==> config.mk <==
export PLATFORM = sky130hd
export DESIGN_NAME = snd_voice_dispatch
export DESIGN_NICKNAME = d
export VERILOG_FILES = /design/src/rtl/snd_dispatch_pkg.sv /design/src/rtl/snd_voice_pick.sv /design/src/rtl/snd_write_seq.sv /design/src/rtl/snd_tick_gen.sv /design/src/rtl/snd_voice_dispatch.sv
export SDC_FILE = /design/constraint.sdc
export NUM_CORES = 1
export LEC_CHECK = 0
export ABC_AREA = 1
export BUFFER_PORTS_ARGS = -buffer_cell sky130_fd_sc_hd__buf_2
export CAP_MARGIN = 30
export CORE_MARGIN = 1.5
export CORE_UTILIZATION = 35
export CTS_BUF_LIST = sky130_fd_sc_hd__clkbuf_16
export DETAILED_ROUTE_END_ITERATION = 8
export SLEW_MARGIN = 5
export SYNTH_ARGS = -nofsm -noshare
export SYNTH_HDL_FRONTEND = slang
export SYNTH_SLANG_ARGS = --single-unit
==> constraint.sdc <==
create_clock -name clk -period 1.9 [get_ports clk]
set_clock_uncertainty 0.05 [all_clocks]
set_input_delay 0.38 -clock clk [delete_from_list [all_inputs] [get_ports clk]]
set_output_delay 0.38 -clock clk [all_outputs]
set_load 0.1 [all_outputs]
==> src/rtl/snd_dispatch_pkg.sv <==
package snd_dispatch_pkg;
  localparam int BYTE_W   = 8;
  localparam int NUM_W    = 7;
  localparam int SEQ_MAX  = 3;
  localparam int FX_VOICES = 3;

  localparam logic [BYTE_W-1:0] PLAY_BASE   = 8'h80;
  localparam logic [BYTE_W-1:0] MUSIC_VOICE = 8'h81;
  localparam logic [BYTE_W-1:0] HALT_V4     = 8'h40;
  localparam logic [3:0]        VOICE_LOW   = 4'h1;

  typedef enum logic [1:0] {
    REQ_NONE,
    REQ_STOP,
    REQ_EFFECT,
    REQ_MUSIC
  } req_kind_e;
endpackage

==> src/rtl/snd_voice_pick.sv <==
module snd_voice_pick #(
  parameter int NV = 3
) (
  input  logic [NV-1:0] busy,
  output logic [NV-1:0] grant,
  output logic          found
);
  logic [NV:0] all_busy_below;

  assign all_busy_below[0] = 1'b1;

  genvar gi;
  generate
    for (gi = 0; gi < NV; gi++) begin : g_prio
      assign grant[gi]            = all_busy_below[gi] & ~busy[gi];
      assign all_busy_below[gi+1] = all_busy_below[gi] & busy[gi];
    end
  endgenerate

  assign found = ~all_busy_below[NV];
endmodule

==> src/rtl/snd_write_seq.sv <==
module snd_write_seq #(
  parameter int DEPTH = 3,
  parameter int W     = 8,
  localparam int CW   = $clog2(DEPTH + 1)
) (
  input  logic             clk,
  input  logic             rst_n,
  input  logic             load,
  input  logic [CW-1:0]    load_cnt,
  input  logic [DEPTH*W-1:0] load_bytes,
  output logic             idle,
  output logic             wr_en,
  output logic [W-1:0]     wr_data
);
  logic [DEPTH-1:0][W-1:0] buf_q, buf_d;
  logic [CW-1:0]           cnt_q, cnt_d;
  logic                    upd;

  assign idle    = (cnt_q == '0);
  assign wr_en   = ~idle;
  assign wr_data = buf_q[0];

  always_comb begin
    buf_d = buf_q;
    cnt_d = cnt_q;
    upd   = 1'b0;
    if (load && idle) begin
      upd = 1'b1;
      cnt_d = load_cnt;
      for (int i = 0; i < DEPTH; i++) buf_d[i] = load_bytes[i*W +: W];
    end else if (!idle) begin
      upd = 1'b1;
      cnt_d = cnt_q - 1'b1;
      for (int i = 0; i < DEPTH - 1; i++) buf_d[i] = buf_q[i+1];
      buf_d[DEPTH-1] = '0;
    end
  end

  always_ff @(posedge clk or negedge rst_n) begin
    if (!rst_n) begin
      cnt_q <= '0;
      buf_q <= '0;
    end else if (upd) begin
      cnt_q <= cnt_d;
      buf_q <= buf_d;
    end
  end
endmodule

==> src/rtl/snd_tick_gen.sv <==
module snd_tick_gen #(
  parameter int FIRST  = 800000,
  parameter int PERIOD = 800000,
  localparam int MAXV  = (FIRST > PERIOD) ? FIRST : PERIOD,
  localparam int CW    = $clog2(MAXV + 1)
) (
  input  logic clk,
  input  logic rst_n,
  input  logic start,
  input  logic halt,
  output logic tick
);
  logic          run_q, run_d;
  logic [CW-1:0] cnt_q, cnt_d;
  logic          upd;

  assign tick = run_q && (cnt_q == '0);

  always_comb begin
    run_d = run_q;
    cnt_d = cnt_q;
    upd   = 1'b0;
    if (start) begin
      upd   = 1'b1;
      run_d = 1'b1;
      cnt_d = CW'(FIRST - 1);
    end else if (halt) begin
      upd   = 1'b1;
      run_d = 1'b0;
      cnt_d = '0;
    end else if (run_q) begin
      upd   = 1'b1;
      cnt_d = (cnt_q == '0) ? CW'(PERIOD - 1) : cnt_q - 1'b1;
    end
  end

  always_ff @(posedge clk or negedge rst_n) begin
    if (!rst_n) begin
      run_q <= 1'b0;
      cnt_q <= '0;
    end else if (upd) begin
      run_q <= run_d;
      cnt_q <= cnt_d;
    end
  end
endmodule

==> src/rtl/snd_voice_dispatch.sv <==
module snd_voice_dispatch
  import snd_dispatch_pkg::*;
#(
  parameter int FIRST_TICK_CYC  = 800000,
  parameter int TICK_PERIOD_CYC = 800000,
  parameter int BAR_W           = 8
) (
  input  logic             clk,
  input  logic             rst_n,
  input  logic             req_valid,
  input  logic             req_track,
  input  logic [7:0]       req_code,
  input  logic [3:0]       voice_busy,
  output logic             ready,
  output logic             wr_en,
  output logic [7:0]       wr_data,
  output logic             tick,
  output logic [NUM_W-1:0] track_no,
  output logic [BAR_W-1:0] bar_no
);
  localparam int CW = $clog2(SEQ_MAX + 1);

  // reset: asserted asynchronously, released on a clock edge
  logic [1:0] rst_sync;
  logic       rst_int_n;
  always_ff @(posedge clk or negedge rst_n) begin
    if (!rst_n) rst_sync <= 2'b00;
    else        rst_sync <= {rst_sync[0], 1'b1};
  end
  assign rst_int_n = rst_sync[1];

  logic                    accept;
  req_kind_e               kind;
  logic [NUM_W-1:0]        num;
  logic [BYTE_W-1:0]       play_byte;
  logic [FX_VOICES-1:0]    fx_grant;
  logic                    fx_found;
  logic                    same_track;
  logic [SEQ_MAX*BYTE_W-1:0] seq_bytes;
  logic [CW-1:0]           seq_cnt;
  logic                    seq_load;
  logic                    seq_idle;
  logic                    music_go, music_halt;
  logic [NUM_W-1:0]        track_q, track_d;
  logic [BAR_W-1:0]        bar_q, bar_d;
  logic                    reg_upd;

  assign ready     = seq_idle;
  assign accept    = req_valid && seq_idle;
  assign num       = req_code[NUM_W-1:0];
  assign play_byte = PLAY_BASE | {1'b0, num};
  assign same_track = (num == track_q);

  always_comb begin
    if (!accept)          kind = REQ_NONE;
    else if (req_code[7]) kind = REQ_STOP;
    else if (req_track)   kind = REQ_MUSIC;
    else                  kind = REQ_EFFECT;
  end

  snd_voice_pick #(.NV(FX_VOICES)) u_pick (
    .busy  (voice_busy[FX_VOICES-1:0]),
    .grant (fx_grant),
    .found (fx_found)
  );

  always_comb begin
    seq_bytes  = '0;
    seq_cnt    = '0;
    music_go   = 1'b0;
    music_halt = 1'b0;
    unique case (kind)
      REQ_STOP: begin
        seq_bytes[0 +: BYTE_W] = {1'b0, num};
        seq_cnt    = CW'(1);
        music_halt = req_track;
      end
      REQ_EFFECT: begin
        if (fx_found) begin
          seq_bytes[0 +: BYTE_W]      = play_byte;
          seq_bytes[BYTE_W +: BYTE_W] = {1'b0, fx_grant, VOICE_LOW};
          seq_cnt = CW'(2);
        end
      end
      REQ_MUSIC: begin
        if (!same_track) begin
          music_go = 1'b1;
          if (voice_busy[3]) begin
            seq_bytes[0 +: BYTE_W]        = HALT_V4;
            seq_bytes[BYTE_W +: BYTE_W]   = play_byte;
            seq_bytes[2*BYTE_W +: BYTE_W] = MUSIC_VOICE;
            seq_cnt = CW'(3);
          end else begin
            seq_bytes[0 +: BYTE_W]      = play_byte;
            seq_bytes[BYTE_W +: BYTE_W] = MUSIC_VOICE;
            seq_cnt = CW'(2);
          end
        end
      end
      default: ;
    endcase
  end

  assign seq_load = (seq_cnt != '0);

  snd_write_seq #(.DEPTH(SEQ_MAX), .W(BYTE_W)) u_seq (
    .clk        (clk),
    .rst_n      (rst_int_n),
    .load       (seq_load),
    .load_cnt   (seq_cnt),
    .load_bytes (seq_bytes),
    .idle       (seq_idle),
    .wr_en      (wr_en),
    .wr_data    (wr_data)
  );

  snd_tick_gen #(.FIRST(FIRST_TICK_CYC), .PERIOD(TICK_PERIOD_CYC)) u_tick (
    .clk   (clk),
    .rst_n (rst_int_n),
    .start (music_go),
    .halt  (music_halt),
    .tick  (tick)
  );

  always_comb begin
    track_d = track_q;
    bar_d   = bar_q;
    reg_upd = music_go | music_halt;
    if (music_go) begin
      track_d = num;
      bar_d   = BAR_W'(1);
    end else if (music_halt) begin
      track_d = '0;
      bar_d   = '0;
    end
  end

  always_ff @(posedge clk or negedge rst_int_n) begin
    if (!rst_int_n) begin
      track_q <= '0;
      bar_q   <= '0;
    end else if (reg_upd) begin
      track_q <= track_d;
      bar_q   <= bar_d;
    end
  end

  assign track_no = track_q;
  assign bar_no   = bar_q;
endmodule

Word level (Yosys, flattened, before mapping)
Cells that the tools add are included.
Storage, ports and cells
  register bits: 64
  bits of input ports: 16
  output and inout bits: 26
  logic and storage cells: 73
Operators by class
  add/sub/neg operators: 2
  eq/ne operators: 5
  multiplexer cells: 36
  bitwise logic cells: 9
  reduce and logical (&&, ||, !) cells: 12
Operators by type and width (count)
  20-bit two-way mux: 4
  24-bit two-way mux: 3
  8-bit two-way mux: 4
  15-bit two-way mux: 2
  8-bit one-hot mux with 3 select lines: 1
  20-bit zero test: 1
  20-bit by 1-bit subtractor with 20-bit output, second input constant: 1
  8-bit one-hot mux with 2 select lines: 1
  7-bit two-way mux: 2
  1-bit two-way mux: 12
  2-bit two-way mux: 6
  2-bit AND reduction: 4
  7-bit equality test: 1
  2-bit one-hot mux with 3 select lines: 1
  1-bit bitwise AND: 4
  2-bit equality test, second input constant: 2
  1-bit inverter: 4
  2-bit nonzero test: 2
  1-bit logical AND: 3
  3-bit nonzero test: 1
  2-bit by 1-bit equality test with 1-bit output, second input constant: 1
  2-bit zero test: 1
  2-bit by 1-bit inequality test with 1-bit output, second input constant: 1
  2-bit by 1-bit subtractor with 2-bit output, second input constant: 1
  1-bit bitwise OR: 1

Depth between registers and ports, before layout
Gate-level depths: netlist of run 1.
  depth in word-level cells: 9
  depth in mapped cells: 14
  gate-level depth less buffers: 13

Cells and area by module
A second synthesis of run 1 with hierarchy kept.
Unflattened totals
  cells, all modules: 562
  area total of the unflattened synthesis: 3985.1 µm²
Modules (own cells, without submodules)
  snd_tick_gen: times used 1, cells each 211, area each 1569.0 µm², seq. area each 525.5 µm²
  snd_write_seq: times used 1, cells each 182, area each 1430.1 µm², seq. area each 650.6 µm²
  snd_voice_dispatch: times used 1, cells each 164, area each 965.9 µm², seq. area each 250.2 µm²
  snd_voice_pick: times used 1, cells each 5, area each 20.0 µm², seq. area each 0.0 µm²

Worst setup path after synthesis of run 1
Ideal clock, no wire load.
  path type: register to register
  from: register u_seq.cnt_q[0]
  to: register u_seq.buf_q (netlist bit u_seq.wr_data[7])
  setup time: 129 ps
  data arrival time: 2699 ps
  data required time: 1721 ps
  path slack: -979 ps
  stages on the path, launching flop included: 7
  path buffers: 1
  clock period less this slack: 2879 ps
  cell sequence: dfrtp_1 inv_1 ha_1 buf_2 clkinv_1 a22oi_1 nand2_1
On the way
  word-level cells in the longest chain between the ends: 9
  elaborated cells on any way between the ends: 15
  classes of those cells: eq/ne: 4; mux: 6; reduce/logical: 5
RTL lines
  from (decl): line snd_write_seq.sv:16  | logic [CW-1:0] cnt_q, cnt_d;
  from (signal assigned): line snd_write_seq.sv:44  | cnt_q <= cnt_d;
  2-bit zero test (*): line snd_write_seq.sv:19  | assign idle = (cnt_q == '0);
  via ready: line snd_voice_dispatch.sv:14  | output logic ready,
  1-bit logical AND: line snd_voice_dispatch.sv:49  | assign accept = req_valid && seq_idle;
  2-bit two-way mux: line snd_voice_dispatch.sv:55  | if (!accept) kind = REQ_NONE;
  2-bit equality test / 2-bit by 1-bit equality test with 1-bit output (equally long branches): line snd_voice_dispatch.sv:72  | unique case (kind)
  2-bit one-hot mux with 3 select lines: line snd_voice_dispatch.sv:72
  2-bit nonzero test: line snd_voice_dispatch.sv:104  | assign seq_load = (seq_cnt != '0);
  1-bit logical AND: line snd_write_seq.sv:27  | if (load && idle) begin
  2-bit by 1-bit inequality test with 1-bit output (no source line) / 1-bit two-way mux (equally long branches)
  2-bit AND reduction (no source line)
  to (signal assigned): line snd_write_seq.sv:45  | buf_q <= buf_d;
  to (decl): line snd_write_seq.sv:15  | logic [DEPTH-1:0][W-1:0] buf_q, buf_d;
The timed path passes the listed nets; every way through them passes the cells marked *.
A chain may end at the register's enable or synchronous reset.

Final worst setup path of run 1
  from: register u_tick.cnt_q[16]
  to: output port tick
On the way
  word-level cells in the longest chain between the ends: 2
RTL lines
  from (decl): line snd_tick_gen.sv:14  | logic [CW-1:0] cnt_q, cnt_d;
  from (signal assigned): line snd_tick_gen.sv:43  | cnt_q <= cnt_d;
  20-bit zero test: line snd_tick_gen.sv:17  | assign tick = run_q && (cnt_q == '0);
  1-bit logical AND: line snd_tick_gen.sv:17
  to (decl): line snd_voice_dispatch.sv:17  | output logic tick,
No other way between the ends.

==> flow_results.org, run 1 <==
** STA
- The worst pin sits at a relative slew slack of 0.6208.
- Tightest Pin Transition :: 0.5688 ns
- In the final timing run, aggregate negative setup slack is -0.1626 ns.
- The worst path in the final design needs a cycle of 2.025 ns, including I/O delays and setup.
- Dividing the final minimum period by the clock period gives 1.066.
- Based on the critical path, the design can be clocked at up to 493.9 MHz.
- Number of endpoints with negative hold slack in the final report :: 0
- Once routing completed, OpenROAD measured the worst setup slack at -0.1246 ns.
- Setup repair after global routing could not meet its margin everywhere.
- The final-report max-slew violation count came to 0.
- Across all hold checks on the routed design, the worst slack comes to 0.2120 ns.
- Setup-failing EPs final :: 3

** Finish
- Number of filler instances in the final layout :: 897
- The library cells used most frequently in the layout, excluding fill and tap cells, are sky130_fd_sc_hd__nand2_1 (112), sky130_fd_sc_hd__buf_4 (52), sky130_fd_sc_hd__nand3_1 (49), sky130_fd_sc_hd__nor2_1 (45), sky130_fd_sc_hd__dfrtp_1 (42).
- The repair_antennas step left the layout with diodes totalling 0.
- Net count, final :: 540
- Of the cells placed in the final design, the portion with a size suffix greater than 1 is 0.2989.
- From synthesis to final layout, the design area changed by 28.68%.
- Leaving out fill and tap cells, the most frequent cell in the layout is sky130_fd_sc_hd__nand2_1.

** Route
- Wirelength, routed :: 8997 um
- Post-detailed-route DRC marker count :: 0
- After detailed routing, the average wire length per cell comes to 14.28 um.
- Routed via count divided by cell count :: 5.117
- Via count :: 3224
- Router iterations before antenna repair :: 5
- In this run, the number of DRC markers left after iteration 0 of detailed routing was 216.
- DRT antenna net count :: 0

** Critical path
- Required @ worst endpoint :: 1.47 ns
- Nature of the critical path endpoint :: output port
- Startpoint types :: flip-flop
- Largest driver fanout on the critical path :: 2
- STA puts the critical path data arrival time at 1.59 ns.
- Start-to-end type of the worst setup path :: reg2out

** Pwr
- Cell internal power was estimated by the tool at 3213 uW.
- Of the total power, the clock network draws 0.132.
- Dividing total power by cell area gives a power density of 1642 mW/mm^2.
- Seq pwr share :: 0.258
- Switching power share of the total :: 0.5230
- Static leakage :: 0.002204 uW
- The design draws 6737 uW.
- Of the total power, combinational logic draws 0.610.
- Worst-case vdd ir drop :: 1.514 mV
- Net switching component of the power :: 3523 uW

** Place
- Number of buffers inserted by port buffering :: 34
- Final HPWL from detailed placement :: 6513 um
- Global placer's final weighted congestion :: 0.9667
- Post-Place Worst Slack :: 0.06289 ns

** CTS
- Counting along the longest clock path gives a buffer depth of 2.
- Clock tree synthesis inserted a total of 5 buffers.
- Count of clock tree sinks :: 50
- CTS built an H-tree with a depth of 2.
- After clock tree synthesis, the clock-pin slew on the worst setup and hold paths is 0.07 ns.
- CTS Root Cell :: sky130_fd_sc_hd__clkbuf_16
- Worst-skew pair later-pin latency :: 0.29 ns
- CTS tree :: done

** Logic synthesis
- Measured against the total synthesized area, the mux share comes to 0.
- Main combinational cell family by area after synthesis :: simple AND/OR/NAND/NOR gates
- Top FF cell, synth :: sky130_fd_sc_hd__dfrtp_1
- Of the total synthesized cell area, the portion taken by XOR and XNOR cells is 0.04119.
- Fraction of synthesis flops using an asynchronous set or reset pin :: 1.000
- Of the total synthesized cell area, the portion taken by full adders, half adders and majority gates is 0.01177.
- Synthesis instantiated 36 different standard cells from the library.
- Yosys warnings :: 0
- EDFF count, synth :: 0
- Synthesis produced a netlist whose cell count is 444.
- Synthesized flop and latch total :: 50
- For this run, the register share of the synthesized area comes to 0.3923.
- Post-synthesis compound-gate area fraction :: 0.06865
- A synthesized cell averages 7.183 sq um.
- After synthesis the cells add up to 0.003189 sq mm.
- Synth Area in Simple Gates :: 0.3739

** Floorplanning
- Placeable core region :: 0.008763 sq mm
- The die covers 0.009694 sq mm.
- The die is 98.46 um wide.
- IO Pins :: 42
- For this configuration, the core starts out at a cell density of 0.3639.
- The initialized floorplan defines 34 standard-cell rows.
- The die is 98.46 um tall.

** Global route
- Number of global-route vias before repair :: 3069
- Entering global routing, the biggest net connects 26 pins.
- The first global-routing pass estimated 14770 um of wire.
- The number of antenna violations at the first check in global routing is 0.
- After global routing the overflow that remains totals 0.
- Global routing usage summed across all routing layers :: 0.1890

** Run status
- The run finished, with violations left.
- The checks that failed: negative setup slack.

** Run
- The tool flagged a number of max-cap violations equal to 0.

** Hold path
- The min-delay analysis places its worst path in the category reg2async.
area by class of cell:
class,instances,area (sq um),share of cell area
inverters,46,180.2,0.04390
repair buffers,89,638.1,0.1555
repair inverters,1,5.005,0.001220
clock buffers,5,125.1,0.03049
clock inverters,3,17.52,0.004268
multi-input cells,328,1742,0.4244
well taps,108,135.1,0.03293
flip-flops and latches,50,1261,0.3073
worst max-delay path, cell delays in order, from the launching register on:
cell	delay, ns
sky130_fd_sc_hd__dfrtp_1	0.40
sky130_fd_sc_hd__nor2_2	0.17
sky130_fd_sc_hd__nand2_1	0.09
sky130_fd_sc_hd__nor2_1	0.11
sky130_fd_sc_hd__nand4_1	0.19
sky130_fd_sc_hd__nor2_4	0.18
sky130_fd_sc_hd__buf_12	0.18
kinds of logic (layout without fill, tap and decap cells):
| group | after synthesis | after routing |
|---|---|---|
| AOI/OAI and AO/OA | 38 | 38 |
| buffers and inverters | 72 | 144 |
| other | 2 | 8 |
| DFF | 50 | 50 |
| and+or+nand+nor | 264 | 264 |
| adders and majority gates | 3 | 3 |
| xor gates and xnor gates | 15 | 15 |
what timing repair did:
action / in CTS / in global routing
resized for setup: 8 / 18
setup endpoints to repair: 2 / 13
pin swaps: 10 / 8
buffers inserted: 17 / 3
hold endpoints to repair: 2 / 0
cloned: 0 / 1
hold buffers: 1 / 0
Yosys cell counts, types with 2 or more instances:
master | count | area share
sky130_fd_sc_hd__nor3_1 | 10 | 0.016
sky130_fd_sc_hd__xnor2_1 | 5 | 0.014
sky130_fd_sc_hd__nand2_4 | 2 | 0.0071
sky130_fd_sc_hd__nand4_1 | 11 | 0.022
sky130_fd_sc_hd__buf_2 | 2 | 0.0031
sky130_fd_sc_hd__ha_1 | 3 | 0.012
sky130_fd_sc_hd__buf_4 | 16 | 0.038
sky130_fd_sc_hd__o21ai_0 | 9 | 0.014
sky130_fd_sc_hd__o211ai_1 | 3 | 0.0071
sky130_fd_sc_hd__inv_2 | 4 | 0.0047
sky130_fd_sc_hd__nor2_2 | 4 | 0.0078
sky130_fd_sc_hd__dfrtp_1 | 50 | 0.39
sky130_fd_sc_hd__a22oi_1 | 2 | 0.0047
sky130_fd_sc_hd__buf_1 | 2 | 0.0024
sky130_fd_sc_hd__nand2_1 | 115 | 0.14
sky130_fd_sc_hd__xor2_1 | 10 | 0.027
sky130_fd_sc_hd__nor2_1 | 57 | 0.067
sky130_fd_sc_hd__a21oi_1 | 8 | 0.013
sky130_fd_sc_hd__nor2_4 | 2 | 0.0071
sky130_fd_sc_hd__inv_1 | 39 | 0.046
sky130_fd_sc_hd__clkinv_1 | 2 | 0.0024
sky130_fd_sc_hd__o21ai_1 | 11 | 0.017
sky130_fd_sc_hd__clkbuf_1 | 4 | 0.0047
sky130_fd_sc_hd__nand2_2 | 3 | 0.0059
sky130_fd_sc_hd__conb_1 | 2 | 0.0024
sky130_fd_sc_hd__nand3_1 | 55 | 0.086
sky130_fd_sc_hd__o22ai_1 | 3 | 0.0059
sky130_fd_sc_hd__buf_6 | 2 | 0.0071
metrics by stage:
stage	instances	instance area (sq um)	util
3_5_place_dp	600	3711	0.4235
5_1_grt	630	4104	0.4683
4_1_cts	626	4019	0.4586
2_1_floorplan	450	3294	-
6_report	630	4104	0.4683
3_3_place_gp	600	3711	0.4235
sequential cells by signal, indices dropped and copies added, names as in the netlist:
signal / flops
rst_sync: 2
track_no: 7
bar_no: 1
u_seq.buf_q: 9
u_seq.wr_data: 8
u_seq.cnt_q: 2
u_tick.run_q: 1
u_tick.cnt_q: 20
final timing paths:
kind / start / end / slack [ns] / depth (start not counted)
setup / recovery: u_tick.cnt_q[16] / tick / -0.12 / 6
hold / removal: rst_sync[1] / u_tick.cnt_q[15] / 0.21 / 0
setup reg to reg: u_tick.cnt_q[7] / u_tick.cnt_q[18] / -0.02 / 12
hold reg to reg: rst_sync[1] / u_tick.cnt_q[15] / 0.21 / 0
max in group asynchronous: rst_sync[1] / track_no[2] / 0.95 / 1
min in group clk: rst_sync[0] / rst_sync[1] / 0.31 / 0
power groups by stage:
stage               registers [uW]  clock network [uW]  logic (uW)
finish                        1740                 892        4110
global route                  1780                 956        4440
CTS                           1720                 916        3940
detailed placement            1750                   0        3640
global placement              1750                   0        3610
floorplan                     2290                   0        2280
per-layer routing:
metal	global-route usage	share of wire	vias to the layer above
li1	-	-	1568
met1	0.2785	0.49	1518
met2	0.2871	0.44	119
met3	0.02837	0.055	19
met4	0.05742	0.018	0
met5	0	0	-
No activity file was read; power rests on OpenSTA's default activity.
==> inputs of run 2 (changes only) <==
==> constraint.sdc (replaced) <==
create_clock -name clk -period 2.3 [get_ports clk]
set_clock_uncertainty 0.05 [all_clocks]
set_input_delay 0.46 -clock clk [delete_from_list [all_inputs] [get_ports clk]]
set_output_delay 0.46 -clock clk [all_outputs]
set_load 0.1 [all_outputs]
==> run 2 against run 1 <==
Effect of this change:
- the flow now finishes without violations
- die area did not move
- hold slack improved by 0.094 ns
- sequential power down 18%
- via count is 9.7% lower
- count of clock-buffer cells in the layout unchanged
- worst setup slack improved by 0.19 ns
- final area shrank 11%
- largest power group unchanged
- clock power fell by 5.2%
- critical path depth unchanged
- critical path type unchanged
- sequential share of layout area is 3.5 points higher
- register-to-register slack better by 0.34 ns
==> flow_results.org, run 2 (synthesis results as in run 1) <==
** Route
- After the first detailed-routing iteration, the DRC count stood at 166.
- In the routed design, unresolved DRC markers number 0.
- Router iterations before antenna repair :: 4
- The final layout contains routed wiring with a total length of 8007 um.
- Drt wl/cell :: 13.66 um
- The detail route stage leaves a number of antenna-violating nets equal to 0.
- Via count :: 2911
- Routed via count divided by cell count :: 4.968

** Floorplanning
- In this run the vertical extent of the chip is 98.46 um.
- The initial utilization of the core area, before any placement, comes to 0.3639.
- Die footprint :: 0.009694 sq mm
- IO Pins :: 42
- Horizontal extent of the die :: 98.46 um
- The floorplan has 34 rows.
- Placeable core region :: 0.008763 sq mm

** Critical path
- Arrival time at the worst endpoint :: 1.72 ns
- The critical path goes through nor2_4 > nand2_2 > nor3_1 > nand4_1 > nor2_2 > buf_12.
- Required @ worst endpoint :: 1.79 ns
- Startpoint types :: flip-flop
- The critical path is of the reg2out type.
- Nature of the critical path endpoint :: output port
- Largest driver fanout on the critical path :: 4
- Slowest-stage cell, CP :: sky130_fd_sc_hd__dfrtp_1
- Delay of the slowest cell on the worst path :: 0.43 ns

** Global route
- Antenna violations before repair :: 0
- Global routing usage summed across all routing layers :: 0.1737
- Global route total overflow :: 0
- Entering global routing, the biggest net connects 49 pins.
- Number of global-route vias before repair :: 2812
- The first global-routing pass estimated 13660 um of wire.

** STA
- Setup-failing EPs final :: 0
- At the pin with the least slew margin, the transition time is 0.6239 ns.
- In this run the tightest slew margin relative to its limit is 0.5841.
- Setup total negative slack :: 0 ns
- The count of endpoints failing hold in the final timing report came to 0.
- For the finished layout, the period the worst path requires is 2.231 ns.
- Setup slack closes at 0.06913 ns.
- Max frequency :: 448.3 MHz
- Share of the clock period used by the worst path after layout :: 0.9699
- The final-report max-slew violation count is 0.

** Finish
- Register with the highest flop count :: u_tick.cnt_q
- Syn-to-layout area delta :: 14.99%
- In the final layout, the share of cells above drive strength 1 is 0.1778.
- Leaving out fill and tap cells, the most frequent cells in the layout are sky130_fd_sc_hd__nand2_1 (113), sky130_fd_sc_hd__nand3_1 (55), sky130_fd_sc_hd__nor2_1 (53), sky130_fd_sc_hd__dfrtp_1 (48), sky130_fd_sc_hd__inv_1 (39).
- Leaving out fill and tap cells, the most frequent cell in the layout is sky130_fd_sc_hd__nand2_1.
- After the last flow step, the layout net total stands at 496.
- Total inserted antenna cells :: 0
- The finished layout holds 586 standard cells, fillers aside.
- Multi-input gate area in the final layout :: 0.001655 sq mm
- The sequential cells in the finished layout cover a total of 0.001254 sq mm.
- Number of flip-flops under the largest register name :: 20
- Number of filler instances in the final layout :: 925

** Place
- Number of buffers inserted by port buffering :: 34
- Before CTS, the worst setup slack after placement is 0.2442 ns.
- Placed cell count :: 577
- Global placer's final weighted congestion :: 0.9186
- Final HPWL from detailed placement :: 5973 um

** CTS
- No sink is reached through more buffers than the 2 on the longest clock path.
- Clock-pin slew on the worst setup and hold paths :: 0.07 ns
- Number of buffers created by CTS :: 5
- For the worst-skew pair, the clock arrives at the later sink with an insertion delay of 0.29 ns.
- Number of H-tree levels :: 2
- For this design, the sink count on the clock tree is 50.
- CTS tree :: done
- Buffers inserted during post-CTS setup optimization :: 0
- CTS Root Cell :: sky130_fd_sc_hd__clkbuf_16

** Pwr
- Worst-case vdd ir drop :: 0.8976 mV
- Of the total power, registers draw 0.282.
- Switching power share of the total :: 0.5319
- PwrDens :: 1387 mW/mm^2
- Cell-internal power :: 2381 uW
- The share of total power dissipated in the clock network is 0.166.
- Net switching component of the power :: 2706 uW
- Static leakage :: 0.001969 uW
- Summing internal, switching and leakage power gives 5088 uW.
- The share of total power dissipated in combinational logic is 0.552.

** Run status
- Status :: completed

** Hold path
- Class of the most critical hold timing path :: reg2async

** Run
- The tool flagged a number of max-cap violations equal to 0.
-- run 2: cell type report --
class	instances	area share
well taps	108	0.03685
flip-flops and latches	50	0.3419
clock inverters	3	0.01126
clock buffers	5	0.03412
repair buffers	46	0.07642
multi-input cells	328	0.4514
inverters	46	0.04811
-- run 2: worst paths after layout --
kind	from	endpoint	slack, ns	cells past startpoint
setup / recovery	u_tick.cnt_q[12]	tick	0.07	6
hold / removal	rst_sync[1]	track_no[3]	0.31	1
setup reg to reg	u_seq.cnt_q[0]	u_tick.cnt_q[10]	0.32	10
hold reg to reg	rst_sync[1]	track_no[3]	0.31	1
max in group asynchronous	rst_sync[1]	u_tick.cnt_q[11]	1.44	1
min in group clk	rst_sync[0]	rst_sync[1]	0.31	0
-- run 2: critical path, delay by kind of cell, from the launching register on --
| family | cells | cell delay, ns |
|---|---|---|
| simple gates | 5 | 0.82 |
| flops | 1 | 0.43 |
| buf+inv | 1 | 0.19 |
-- run 2: power by group through the flow --
stage	Clock [uW]	Sequential [uW]	Combinational [uW]
2_1_floorplan	0	1860	1830
3_3_place_gp	0	1430	2720
3_5_place_dp	0	1430	2740
4_1_cts	867	1420	2770
5_1_grt	897	1470	3060
6_report	846	1430	2810
-- run 2: stage by stage --
step | util | hold WS (ns) | area (sq um)
3_3_place_gp | 0.3945 | 0.1967 | 3457
2_1_floorplan | - | 0.1144 | 3228
6_report | 0.4185 | 0.3057 | 3667
3_5_place_dp | 0.3945 | 0.1974 | 3457
4_1_cts | 0.4149 | 0.3074 | 3636
5_1_grt | 0.4185 | 0.3180 | 3667
-- run 2: what timing repair did --
item | 4_1_cts | 5_1_grt
hold buffers | 1 | 0
setup endpoints to repair | 1 | 2
pin swaps | 0 | 4
hold endpoints to repair | 2 | 0
gates resized for setup | 1 | 11
-- run 2: layer usage --
metal / track usage / vias to the layer above / routed length, um
met2: 0.2682 / 74 / 3540
met3: 0.02837 / 5 / 486
met1: 0.2563 / 1363 / 3898
met4: 0.04009 / 0 / 82
li1: - / 1469 / -
met5: 0 / - / 0
==> inputs of run 3 (changes only) <==
--- a/config.mk
+++ b/config.mk
@@ -8,10 +8,13 @@
 export ABC_AREA = 1
 export BUFFER_PORTS_ARGS = -buffer_cell sky130_fd_sc_hd__buf_2
 export CAP_MARGIN = 30
+export CELL_PAD_IN_SITES_DETAIL_PLACEMENT = 1
+export CELL_PAD_IN_SITES_GLOBAL_PLACEMENT = 2
 export CORE_MARGIN = 1.5
-export CORE_UTILIZATION = 35
+export CORE_UTILIZATION = 33
 export CTS_BUF_LIST = sky130_fd_sc_hd__clkbuf_16
 export DETAILED_ROUTE_END_ITERATION = 8
+export PLACE_DENSITY_LB_ADDON = 0.1
 export SLEW_MARGIN = 5
 export SYNTH_ARGS = -nofsm -noshare
 export SYNTH_HDL_FRONTEND = slang
==> run 3 against run 2 <==
Effect of this change:
- hold slack got worse by 0.17 ns
- flip-flop and latch count did not move
- maximum frequency fell by 0.28%
- critical path depth did not move
- via count rose by 3.6%
- core utilization fell by 0.97 points
- register-to-register slack got worse by 0.02 ns
- sequential share of layout area fell by 1.1 points
- power rose by 5.1%
- global-route usage rose by 3.4 points
- non-clock buffer count rose by 12
- largest cell class unchanged
- largest power group unchanged
==> flow_results.org, run 3 (synthesis results as in run 1) <==
** Critical path
- Start-to-end type of the worst setup path :: reg2out
- For the worst setup path, the data arrival time is 1.73 ns.
- In this run the worst setup path terminates at tick.
- Slowest-stage cell, CP :: sky130_fd_sc_hd__dfrtp_1
- STA puts the critical path data required time at 1.79 ns.
- CP startpoint :: u_tick.cnt_q[0]
- Largest driver fanout on the critical path :: 4
- For the worst flop-to-flop path, the logic depth is 12.
- The worst setup path is captured at an output port.
- Slack of the worst reg-to-reg path :: 0.30 ns
- The endpoint identified for the worst register-to-register timing path is u_seq.buf_q[8].
- Startpoint of the worst-slack reg-to-reg timing path :: u_seq.cnt_q[0]
- STA classifies the critical path startpoint as a flip-flop.
- CP Cell Sequence :: inv_2 > ha_2 > and3_1 > nand4_1 > nor2_2 > buf_12
- For this run, the slowest stage of the critical path takes 0.40 ns.

** Global route
- For this run, global-route usage on met3 was measured as 0.03175.
- For this run the aggregate overflow at the end of global routing stands at 0.
- The first global-routing pass estimated 16370 um of wire.
- In this run the most used layer during global routing was met1.
- Across every metal layer, demand over resource in global routing totals 0.2080.
- For met2 alone, demand over resource in global routing was 0.3108.
- Largest net degree at the start of global routing :: 22
- In the global route stage, met1 resource usage came out at 0.3176.
- Antenna violations before repair :: 0
- Number of global-route vias before repair :: 3137

** Finish
- Number of flip-flops under the largest register name :: 20
- The library cell used most frequently in the layout, excluding fill and tap cells, is sky130_fd_sc_hd__nand2_1.
- Compared with the post-synthesis result, the final layout area differs by 18.99%.
- Post-layout instance count excluding filler cells :: 619
- At the end of the flow, the number of nets in the layout was 508.
- Fin area :: 0.003795 sq mm
- The library cells used most frequently in the layout, excluding fill and tap cells, are sky130_fd_sc_hd__nand2_1 (114), sky130_fd_sc_hd__nand3_1 (55), sky130_fd_sc_hd__nor2_1 (52), sky130_fd_sc_hd__dfrtp_1 (47), sky130_fd_sc_hd__inv_1 (37).
- Across the whole layout, storage elements account for 0.001255 sq mm.
- The number of antenna diodes in the final layout is 0.
- Final core utilization :: 0.4088
- Register with the highest flop count :: u_tick.cnt_q
- Fill cells in the final layout number 1202.
- Multi-input gate area in the final layout :: 0.001645 sq mm
- Share of layout cells above drive strength 1 :: 0.2020

** STA
- The worst path needs 2.237 ns of the cycle, external delays included.
- Number of endpoints with negative hold slack in the final report :: 0
- Final-report max-slew violation count :: 0
- Across all setup checks in the final design, the least slack found is 0.06279 ns.
- Setup-failing EPs final :: 0
- Static timing analysis puts the maximum clock frequency at 447.0 MHz.
- Share of the clock period used by the worst path after layout :: 0.9727

** Hold path
- Class of the most critical hold timing path :: reg2async

** Pwr
- Post-layout power :: 5346 uW
- PwrDens :: 1409 mW/mm^2
- Worst-case vdd ir drop :: 0.6940 mV
- Static leakage :: 0.002030 uW

** CTS
- Count of clock tree sinks :: 50
- Clock-pin slew on the worst setup and hold paths :: 0.07 ns
- In this run, CTS created clock tree buffers numbering 5.
- The cell sitting at the root of the clock tree is a sky130_fd_sc_hd__clkbuf_16.
- CTS tree :: done
- Bufs on Longest Clock Path :: 2
- Worst-skew pair later-pin latency :: 0.29 ns
- The H-tree generated during clock tree synthesis spans 2 levels.

** Place
- Post-Place Worst Slack :: 0.1897 ns
- Routability-driven placement finished with a final weighted congestion of 0.8332.
- The placed instances occupy a cell area of 0.003536 sq mm.
- Buffers placed on the I/O ports in this run total 34.
- Detailed placement ended at an HPWL of 7536 um.
- Placed cell count :: 605

** Floorplanning
- Die footprint :: 0.01026 sq mm
- Horizontal extent of the die :: 101.3 um
- Effective utilization at floorplan :: 0.3435
- In this run the count of I/O pins placed on the die edge is 42.
- Count of standard-cell rows :: 35
- The region available for standard cell placement spans 0.009284 sq mm.
- Overall die height :: 101.3 um

** Route
- Router iterations before antenna repair :: 4
- Count of routing violations after the opening detailed-route iteration :: 124
- In the routed design, unresolved DRC markers number 0.
- Summed over all layers, the routed wires come to 9828 um.
- DRT antenna net count :: 0
- In the routed layout, each cell is associated on average with a via count of 4.874.
- Dividing the detail-routed wire length by the instance count gives 15.88 um.
- Via count :: 3017

** Run
- Max-cap violations in this run came to 0.

** Run status
- Status :: completed
-- run 3: routing by layer --
metal  wire length, um  up-vias
met5                 0        -
met4                60        0
li1                  -     1496
met2              4296       52
met3               383        4
met1              5088     1465
-- run 3: metrics by stage --
stage               setup TNS [ns]  hold WS (ns)
global placement                 0        0.1458
finish                           0        0.1385
CTS                              0        0.1590
global route             -0.007008        0.1727
detailed placement               0        0.1489
floorplan                        0        0.1144
-- run 3: cell type report --
cell class | count | share of cell area
Tap cell | 129 | 0.04253
Timing Repair Buffer | 58 | 0.09693
Clock buffer | 5 | 0.03297
Sequential cell | 50 | 0.3307
Clock inverter | 3 | 0.01682
Multi-Input combinational cell | 328 | 0.4336
Inverter | 46 | 0.04649
-- run 3: repair_timing --
action                                  CTS  global route
pin swaps                                 1             3
gates resized for setup                   3             8
hold buffers                              1             0
endpoints found under the hold margin     2             0
setup buffers                             1             4
endpoints found under the setup margin    1             1
-- run 3: worst min path at each step --
| stage | from | to | slack [ns] | depth (start not counted) |
|---|---|---|---|---|
| 2_1_floorplan | rst_n | rst_sync[0] | 0.11 | 0 |
| 3_3_place_gp | rst_sync[1] | u_tick.cnt_q[1] | 0.15 | 0 |
| 3_5_place_dp | rst_sync[1] | u_tick.cnt_q[1] | 0.15 | 0 |
| 4_1_cts | rst_sync[1] | u_tick.cnt_q[1] | 0.16 | 0 |
| 5_1_grt | rst_sync[1] | u_tick.cnt_q[2] | 0.17 | 0 |
| 6_report | rst_sync[1] | u_tick.cnt_q[1] | 0.14 | 0 |
-- run 3: power breakdown --
group	leakage (uW)	internal, uW	switching [uW]
Combinational	0.00129	747	2170
Sequential	0.000643	1170	284
Clock	0.0000915	621	352
Total	0.00203	2540	2800
-- run 3: worst max-delay path: cells and delay by family, from the launching register on --
kind / cells / cell delay [ns]
simple gates: 3 / 0.56
flops: 1 / 0.40
buf+inv: 2 / 0.28
fa+ha+maj: 1 / 0.20
